File: src/rtl/ctxm_pkg.sv
package ctxm_pkg;
  localparam int unsigned BLK_W = 4;
  localparam int unsigned IDX_W = 24;
  localparam int unsigned CAM_W = BLK_W + IDX_W;

  typedef enum logic [2:0] {
    RING_NONE = 3'd0,
    RING_USER = 3'd1,
    RING_OS   = 3'd2,
    RING_POOL = 3'd3,
    RING_PHYS = 3'd4
  } ring_e;
endpackage

File: src/rtl/ctxm_hw_cam.sv
module ctxm_hw_cam #(
  parameter int unsigned BLK_W      = 4,
  parameter int unsigned IDX_W      = 24,
  parameter int unsigned PID_W      = 16,
  parameter int unsigned TID_NARROW = 7,
  parameter int unsigned TID_WIDE   = 8
) (
  input  logic [BLK_W-1:0]       chip_blk_i,
  input  logic [PID_W-1:0]       pid_i,
  input  logic                   tid_wide_i,
  output logic [BLK_W+IDX_W-1:0] cam_o
);
  localparam logic [IDX_W-1:0] ONE    = IDX_W'(1);
  localparam logic [IDX_W-1:0] MARK_N = ONE << TID_NARROW;
  localparam logic [IDX_W-1:0] MARK_W = ONE << TID_WIDE;
  localparam logic [IDX_W-1:0] MASK_N = MARK_N - ONE;
  localparam logic [IDX_W-1:0] MASK_W = MARK_W - ONE;

  logic [IDX_W-1:0] pid_ext;
  logic [IDX_W-1:0] tid_val;

  assign pid_ext = IDX_W'(pid_i);

  // marker bit sits just above the thread id field
  always_comb begin
    if (tid_wide_i) tid_val = MARK_W | (pid_ext & MASK_W);
    else            tid_val = MARK_N | (pid_ext & MASK_N);
  end

  assign cam_o = {chip_blk_i, tid_val};
endmodule

File: src/rtl/ctxm_cam_cmp.sv
module ctxm_cam_cmp #(
  parameter int unsigned CAM_W = 28
) (
  input  logic             vld_i,
  input  logic [CAM_W-1:0] stored_i,
  input  logic [CAM_W-1:0] target_i,
  output logic             hit_o
);
  assign hit_o = vld_i && (stored_i == target_i);
endmodule

File: src/rtl/ctxm_ring_sel.sv
module ctxm_ring_sel
  import ctxm_pkg::*;
(
  input  logic  fmt_i,
  input  logic  ign_i,
  input  logic  phys_hit_i,
  input  logic  pool_hit_i,
  input  logic  os_hit_i,
  input  logic  usr_ok_i,
  output ring_e ring_o
);
  always_comb begin
    ring_o = RING_NONE;
    if (fmt_i) begin
      if (os_hit_i && usr_ok_i) ring_o = RING_USER;
    end else if (!ign_i) begin
      if (phys_hit_i)      ring_o = RING_PHYS;
      else if (pool_hit_i) ring_o = RING_POOL;
      else if (os_hit_i)   ring_o = RING_OS;
    end
  end
endmodule

File: src/rtl/ctxm_ring_match.sv
module ctxm_ring_match
  import ctxm_pkg::*;
#(
  parameter int unsigned LSN_W = 8,
  parameter int unsigned PID_W = 16
) (
  input  logic             clk_i,
  input  logic             rst_ni,
  input  logic             req_valid_i,
  input  logic             req_fmt_i,
  input  logic             req_ign_i,
  input  logic [BLK_W-1:0] req_blk_i,
  input  logic [IDX_W-1:0] req_idx_i,
  input  logic [LSN_W-1:0] req_lsn_i,
  input  logic [BLK_W-1:0] chip_blk_i,
  input  logic [PID_W-1:0] pid_i,
  input  logic             tid_wide_i,
  input  logic             phys_vld_i,
  input  logic             pool_vld_i,
  input  logic [CAM_W-1:0] pool_cam_i,
  input  logic             os_vld_i,
  input  logic [CAM_W-1:0] os_cam_i,
  input  logic             usr_vld_i,
  input  logic [LSN_W-1:0] usr_lsn_i,
  output logic [CAM_W-1:0] hw_cam_o,
  output logic             hit_vld_o,
  output logic [2:0]       hit_ring_o
);
  localparam int unsigned N_CMP = 3; // 0 phys, 1 pool, 2 os

  logic [CAM_W-1:0] target;
  logic [CAM_W-1:0] hw_cam;
  logic [CAM_W-1:0] stored [N_CMP];
  logic [N_CMP-1:0] vld;
  logic [N_CMP-1:0] hit;
  logic             usr_ok;
  ring_e            ring_n;

  assign target = {req_blk_i, req_idx_i};

  ctxm_hw_cam #(
    .BLK_W(BLK_W), .IDX_W(IDX_W), .PID_W(PID_W),
    .TID_NARROW(7), .TID_WIDE(8)
  ) u_hw_cam (
    .chip_blk_i (chip_blk_i),
    .pid_i      (pid_i),
    .tid_wide_i (tid_wide_i),
    .cam_o      (hw_cam)
  );

  assign stored[0] = hw_cam;
  assign stored[1] = pool_cam_i;
  assign stored[2] = os_cam_i;
  assign vld       = {os_vld_i, pool_vld_i, phys_vld_i};

  for (genvar g = 0; g < N_CMP; g++) begin : g_cmp
    ctxm_cam_cmp #(.CAM_W(CAM_W)) u_cmp (
      .vld_i    (vld[g]),
      .stored_i (stored[g]),
      .target_i (target),
      .hit_o    (hit[g])
    );
  end

  assign usr_ok = usr_vld_i && (usr_lsn_i == req_lsn_i);

  ctxm_ring_sel u_sel (
    .fmt_i      (req_fmt_i),
    .ign_i      (req_ign_i),
    .phys_hit_i (hit[0]),
    .pool_hit_i (hit[1]),
    .os_hit_i   (hit[2]),
    .usr_ok_i   (usr_ok),
    .ring_o     (ring_n)
  );

  always_ff @(posedge clk_i or negedge rst_ni) begin
    if (!rst_ni) begin
      hit_vld_o  <= 1'b0;
      hit_ring_o <= RING_NONE;
    end else begin
      hit_vld_o  <= req_valid_i;
      hit_ring_o <= req_valid_i ? ring_n : RING_NONE;
    end
  end

  assign hw_cam_o = hw_cam;
endmodule

File: config.mk
export PLATFORM = sky130hd
export DESIGN_NAME = ctxm_ring_match
export DESIGN_NICKNAME = d
export VERILOG_FILES = /design/src/rtl/ctxm_pkg.sv /design/src/rtl/ctxm_hw_cam.sv /design/src/rtl/ctxm_cam_cmp.sv /design/src/rtl/ctxm_ring_sel.sv /design/src/rtl/ctxm_ring_match.sv
export SDC_FILE = /design/constraint.sdc
export NUM_CORES = 1
export LEC_CHECK = 0
export BUFFER_PORTS_ARGS = -buffer_cell sky130_fd_sc_hd__buf_2
export CAP_MARGIN = 20
export CORE_MARGIN = 1.5
export CORE_UTILIZATION = 29
export DETAILED_ROUTE_END_ITERATION = 8
export HOLD_SLACK_MARGIN = 0.15
export PLACE_DENSITY = 0.77
export SLEW_MARGIN = 40
export SYNTH_ARGS = -nofsm -noshare
export SYNTH_HDL_FRONTEND = slang
export SYNTH_SLANG_ARGS = --single-unit
File: constraint.sdc
create_clock -name clk_i -period 0.8 [get_ports clk_i]
set_input_delay 0 -clock clk_i [delete_from_list [all_inputs] [get_ports clk_i]]
set_output_delay 0 -clock clk_i [all_outputs]
set_load 0.05 [all_outputs]
Word level (Yosys, flattened, before mapping)
Index checks and enable logic that the tools add are counted.
{"block": "word_totals", "ff_bits": 4, "input_bits": 130, "out_inout_bits": 32, "wordCells": 19}
{"block": "classes", "eq_ne": 4, "mux": 8, "reduce_logical": 5}
{"operator": "$eq A28 B28 Y1", "count": 3}
{"operator": "$mux W3", "count": 5}
{"operator": "$mux W9", "count": 1}
{"operator": "$eq A8 B8 Y1", "count": 1}
{"operator": "$logic_and A1 B1 Y1", "count": 5}
{"operator": "$mux W2", "count": 1}
{"operator": "$mux W1", "count": 1}

Longest topological paths before layout
{"block": "depth", "depth_word": 8, "ltp_mapped": 5, "depth_no_buf": 5}

By module
Synthesis repeated with hierarchy kept, for this count alone.
{"block": "unflattened", "cells_unflattened": 167, "hier_area_um2": 1402.6}
{"mod": "ctxm_cam_cmp", "instances": 3, "cells_each": 38, "area_each_um2": 311.5}
{"mod": "ctxm_ring_match", "instances": 1, "cells_each": 19, "area_each_um2": 214.0}
{"mod": "ctxm_hw_cam", "instances": 1, "cells_each": 29, "area_each_um2": 212.7}
{"mod": "ctxm_ring_sel", "instances": 1, "cells_each": 5, "area_each_um2": 41.3}

Worst setup path after synthesis
OpenSTA, ideal clock, no wires.
{"block": "synth_path", "path_type": "input to register", "startpoint": "input port pid_i[7]", "endpoint": "register hit_ring_o[0]", "t_arrival_ps": 1057, "t_required_ps": 667, "slack_ps": -390, "stages": 5, "cell_sequence": "nand2b_1 -> xnor2_1 -> nand4_1 -> o2111ai_1 -> a22oi_1"}
{"block": "synth_between", "elab_chain_cells": 7}
{"element": "start, declared", "line_no": "ctxm_ring_match.sv:16", "source": "input logic [PID_W-1:0] pid_i,"}
{"element": "$mux W9", "line_no": "ctxm_hw_cam.sv:26", "source": "if (tid_wide_i) tid_val = MARK_W | (pid_ext & MASK_W);"}
{"element": "$eq A28 B28 Y1", "line_no": "ctxm_cam_cmp.sv:9", "source": "assign hit_o = vld_i && (stored_i == target_i);"}
{"element": "$logic_and A1 B1 Y1", "line_no": "ctxm_cam_cmp.sv:9"}
{"element": "$mux W3", "line_no": "ctxm_ring_sel.sv:17", "source": "if (phys_hit_i) ring_o = RING_PHYS;"}
{"element": "$mux W3", "line_no": "ctxm_ring_sel.sv:16", "source": "end else if (!ign_i) begin"}
{"element": "$mux W3", "line_no": "ctxm_ring_sel.sv:14", "source": "if (fmt_i) begin"}
{"element": "$mux W3", "line_no": "ctxm_ring_match.sv:83", "source": "hit_ring_o <= req_valid_i ? ring_n : RING_NONE;"}
{"element": "end signal, assigned", "line_no": "ctxm_ring_match.sv:83"}
{"element": "end, declared", "line_no": "ctxm_ring_match.sv:27", "source": "output logic [2:0] hit_ring_o"}
Every way passes these cells.

Final worst setup path
{"block": "layout_path", "startpoint": "input port req_idx_i[5]", "endpoint": "register hit_ring_o[0]"}
{"block": "layout_between", "elab_chain_cells": 7, "elab_cells_between_ends": 13}
{"element": "start, declared", "line_no": "ctxm_ring_match.sv:13", "source": "input logic [IDX_W-1:0] req_idx_i,"}
{"element": "$eq A28 B28 Y1", "line_no": "ctxm_cam_cmp.sv:9"}
{"element": "$logic_and A1 B1 Y1", "line_no": "ctxm_cam_cmp.sv:9"}
{"element": "$mux W3", "line_no": "ctxm_ring_sel.sv:18", "source": "else if (pool_hit_i) ring_o = RING_POOL;"}
{"element": "$mux W3", "line_no": "ctxm_ring_sel.sv:17"}
{"element": "$mux W3", "line_no": "ctxm_ring_sel.sv:16"}
{"element": "$mux W3 (*)", "line_no": "ctxm_ring_sel.sv:14"}
{"element": "$mux W3 (*)", "line_no": "ctxm_ring_match.sv:83"}
Mark *: on every way between the ends. The rest lies on a longest branch, timed or not.

==> impl_metrics.ini <==
[cells_and_area]
layout-drive-gt1-share_pct = 62.91
nFillCells = 391
area_delta_synth_final_pct = 91.36
multi_input_comb_area_um2 = 1280
seq_area_um2 = 100.1
final_common_cell = buf_2
nets = 434
instances_no_fill = 352
n_antenna_cell = 0
final_cell_mix = buf_2, xnor2_1, xnor2_2

[sta]
min_period_over_period_pct = 130.9
period_minus_slack_ns = 1.047
fmax_mhz = 955.0
setup_tns_ns = -0.6082
rsz0062_at_grt = true
slew_violations = 0
hold_viol_final = 0
fin_ws_ns = -0.2471
setup_viol = 3

[pwr]
switching_share_pct = 41.48
p_leak_nw = 1.178
seq_power_share_pct = 10.1
clkPwrFrac_pct = 20.0
combPwrFrac_pct = 69.9
powerDensity_nw_per_um2 = 852.5
peakVddDrop_v = 0.0003826
power.switching_mw = 0.8627
p_int_mw = 1.217

[routing]
drt-wirelength-per-cell_um = 13.54
drtPass1Iterations = 3
avgViaCountPerCell = 4.514
routed-via-count = 1589
drc_errors = 0
wl_um = 4766
postRouteAntennaNets = 0
initialDrtViolationCount = 34

[setup_path]
endpoint_kind = flip-flop
cp.required_ns = 0.89
path_max_fanout = 3
worstSetupPathType = in -> reg
crit_path_cell_trace = buf_12, buf_6, xor2_1, nor4_1, nand3_1, o2111ai_2, a22oi_2
slowest_stage = nor4_1
cp.arrival_ns = 1.14
critPathMaxStageDelay_ns = 0.28
worstSetupStartpointType = input pin

[yosys]
synth.distinct_cells = 17
syn-cell-area_um2 = 1275
postSynthAreaPerCell_um2 = 8.173
synth_cells = 156
synth_top_area_cell = xnor2_1
ys_warn_count = 0
synth_top_area_share_pct = 44.65
ys_ff_latch = 4
ys_top_cells_by_area = xnor2_1, buf_4, xor2_1
seq_area_frac_synth_pct = 7.851

[grt]
grt_max_degree = 5
grt_pass1_wl_um = 7465
grtUsageTotal_pct = 19.06
grt_pass1_vias = 1687
antenna_found_initial = 0
grt-ovfl-total = 0

[outcome]
run_status = finished, violations left
violations = negative setup slack

[min_path]
min_to = hit_ring_o[2]
holdPathStages = 2
hold_path_class = in -> reg
hp-start = req_ign_i

[clock_tree]
cts_tree = done
cts_sinks = 4
cts_buffers = 3
cts_hold_buffers = 4
clkTransAtPathRegs_ns = 0.03
h-tree-depth = 1
clockBufferDepth = 2
clockRootBuffer = clkbuf_8

[floorplan]
num_rows = 23
die_w_um = 69.31
num_io_pins = 162
die_h_um = 69.31
initial_core_util_pct = 30.98
core_area_um2 = 4115
die_area_um2 = 4803

[place]
placed_cells = 343
gp_congestion = 0.7600
io_buffers = 138
place_hpwl_um = 4222

[flow_run]
drv_cap = 0
-- logic make-up (layout without fill, tap and decap cells) --
family          after synthesis  in the layout  synth area share [%]
other cells                   1             15                0.2941
simple gates                 43             43                 20.90
buf+inv                      28            160                 16.19
compound gates                3              3                 1.864
flops                         4              4                 7.851
xor+xnor                     77             77                 52.90
-- metrics by stage --
step	util, %	setup slack (ns)	instance area [um2]	hold slack (ns)	power, mW
finish	59.29	-0.2471	2440	0.006156	2.080
global route	59.29	-0.3219	2440	0.01694	2.214
CTS	55.67	-0.2867	2291	0.008473	2.024
floorplan	-	-0.1858	1380	-0.2956	1.013
global placement	49.10	-0.5887	2021	-0.1927	1.461
detailed placement	49.10	-0.5852	2021	-0.1918	1.478
-- power by group through the flow --
stage / clock (mW) / combinational, mW / sequential, mW
floorplan: 0 / 0.785 / 0.228
global placement: 0 / 1.25 / 0.211
detailed placement: 0 / 1.27 / 0.212
CTS: 0.429 / 1.39 / 0.209
global route: 0.448 / 1.56 / 0.210
finish: 0.416 / 1.45 / 0.209
-- state kept, by name, summed over array words and instances, names as in the netlist --
register    flops
hit_ring_o      3
hit_vld_o       1
-- worst max path at each step --
| stage | start | endpoint |
|---|---|---|
| 2_1_floorplan | req_idx_i[18] | hit_ring_o[1] |
| 3_3_place_gp | req_blk_i[1] | hit_ring_o[0] |
| 3_5_place_dp | req_blk_i[2] | hit_ring_o[1] |
| 4_1_cts | os_cam_i[2] | hit_ring_o[1] |
| 5_1_grt | os_cam_i[18] | hit_ring_o[0] |
| 6_report | req_idx_i[5] | hit_ring_o[0] |
-- worst max-delay path, delay by kind of cell --
family	cells	cell delay (ns)
simple gates	2	0.47
compound gates	2	0.29
buf+inv	2	0.21
xor+xnor	1	0.15
-- per-layer routing --
metal / vias to the layer above / global-route usage [%] / routed length [um]
met2: 81 / 34.83 / 2572
met1: 711 / 22.26 / 1812
li1: 789 / - / -
met4: 0 / 6.318 / 74
met3: 8 / 3.343 / 307
met5: - / 0 / 0
-- timing repair --
item | in CTS | in global routing
gates resized for setup | 32 | 29
setup buffers | 1 | 1
pin swaps | 20 | 15
hold endpoints to repair | 8 | 2
setup endpoints to repair | 3 | 10
-- cell type report --
cell class | count | share of cell area [%]
flip-flops and latches | 4 | 4.103
repair buffers | 156 | 39.03
well taps | 50 | 2.564
inverters | 1 | 0.1538
clock buffers | 3 | 1.692
multi-input cells | 138 | 52.46
-- cell usage after synthesis --
library cell,number
nor4_1,10
nand2_1,3
conb_1,1
xor2_1,12
nand2b_1,1
xnor2_1,65
o2111ai_1,1
buf_4,27
nor4_2,3
nor3_1,2
nand4_1,14
inv_1,1
and4b_1,1
nor2_1,3
a22oi_1,2
nand3_1,6
dfrtp_1,4
No activity file was read; power rests on OpenSTA's default activity.
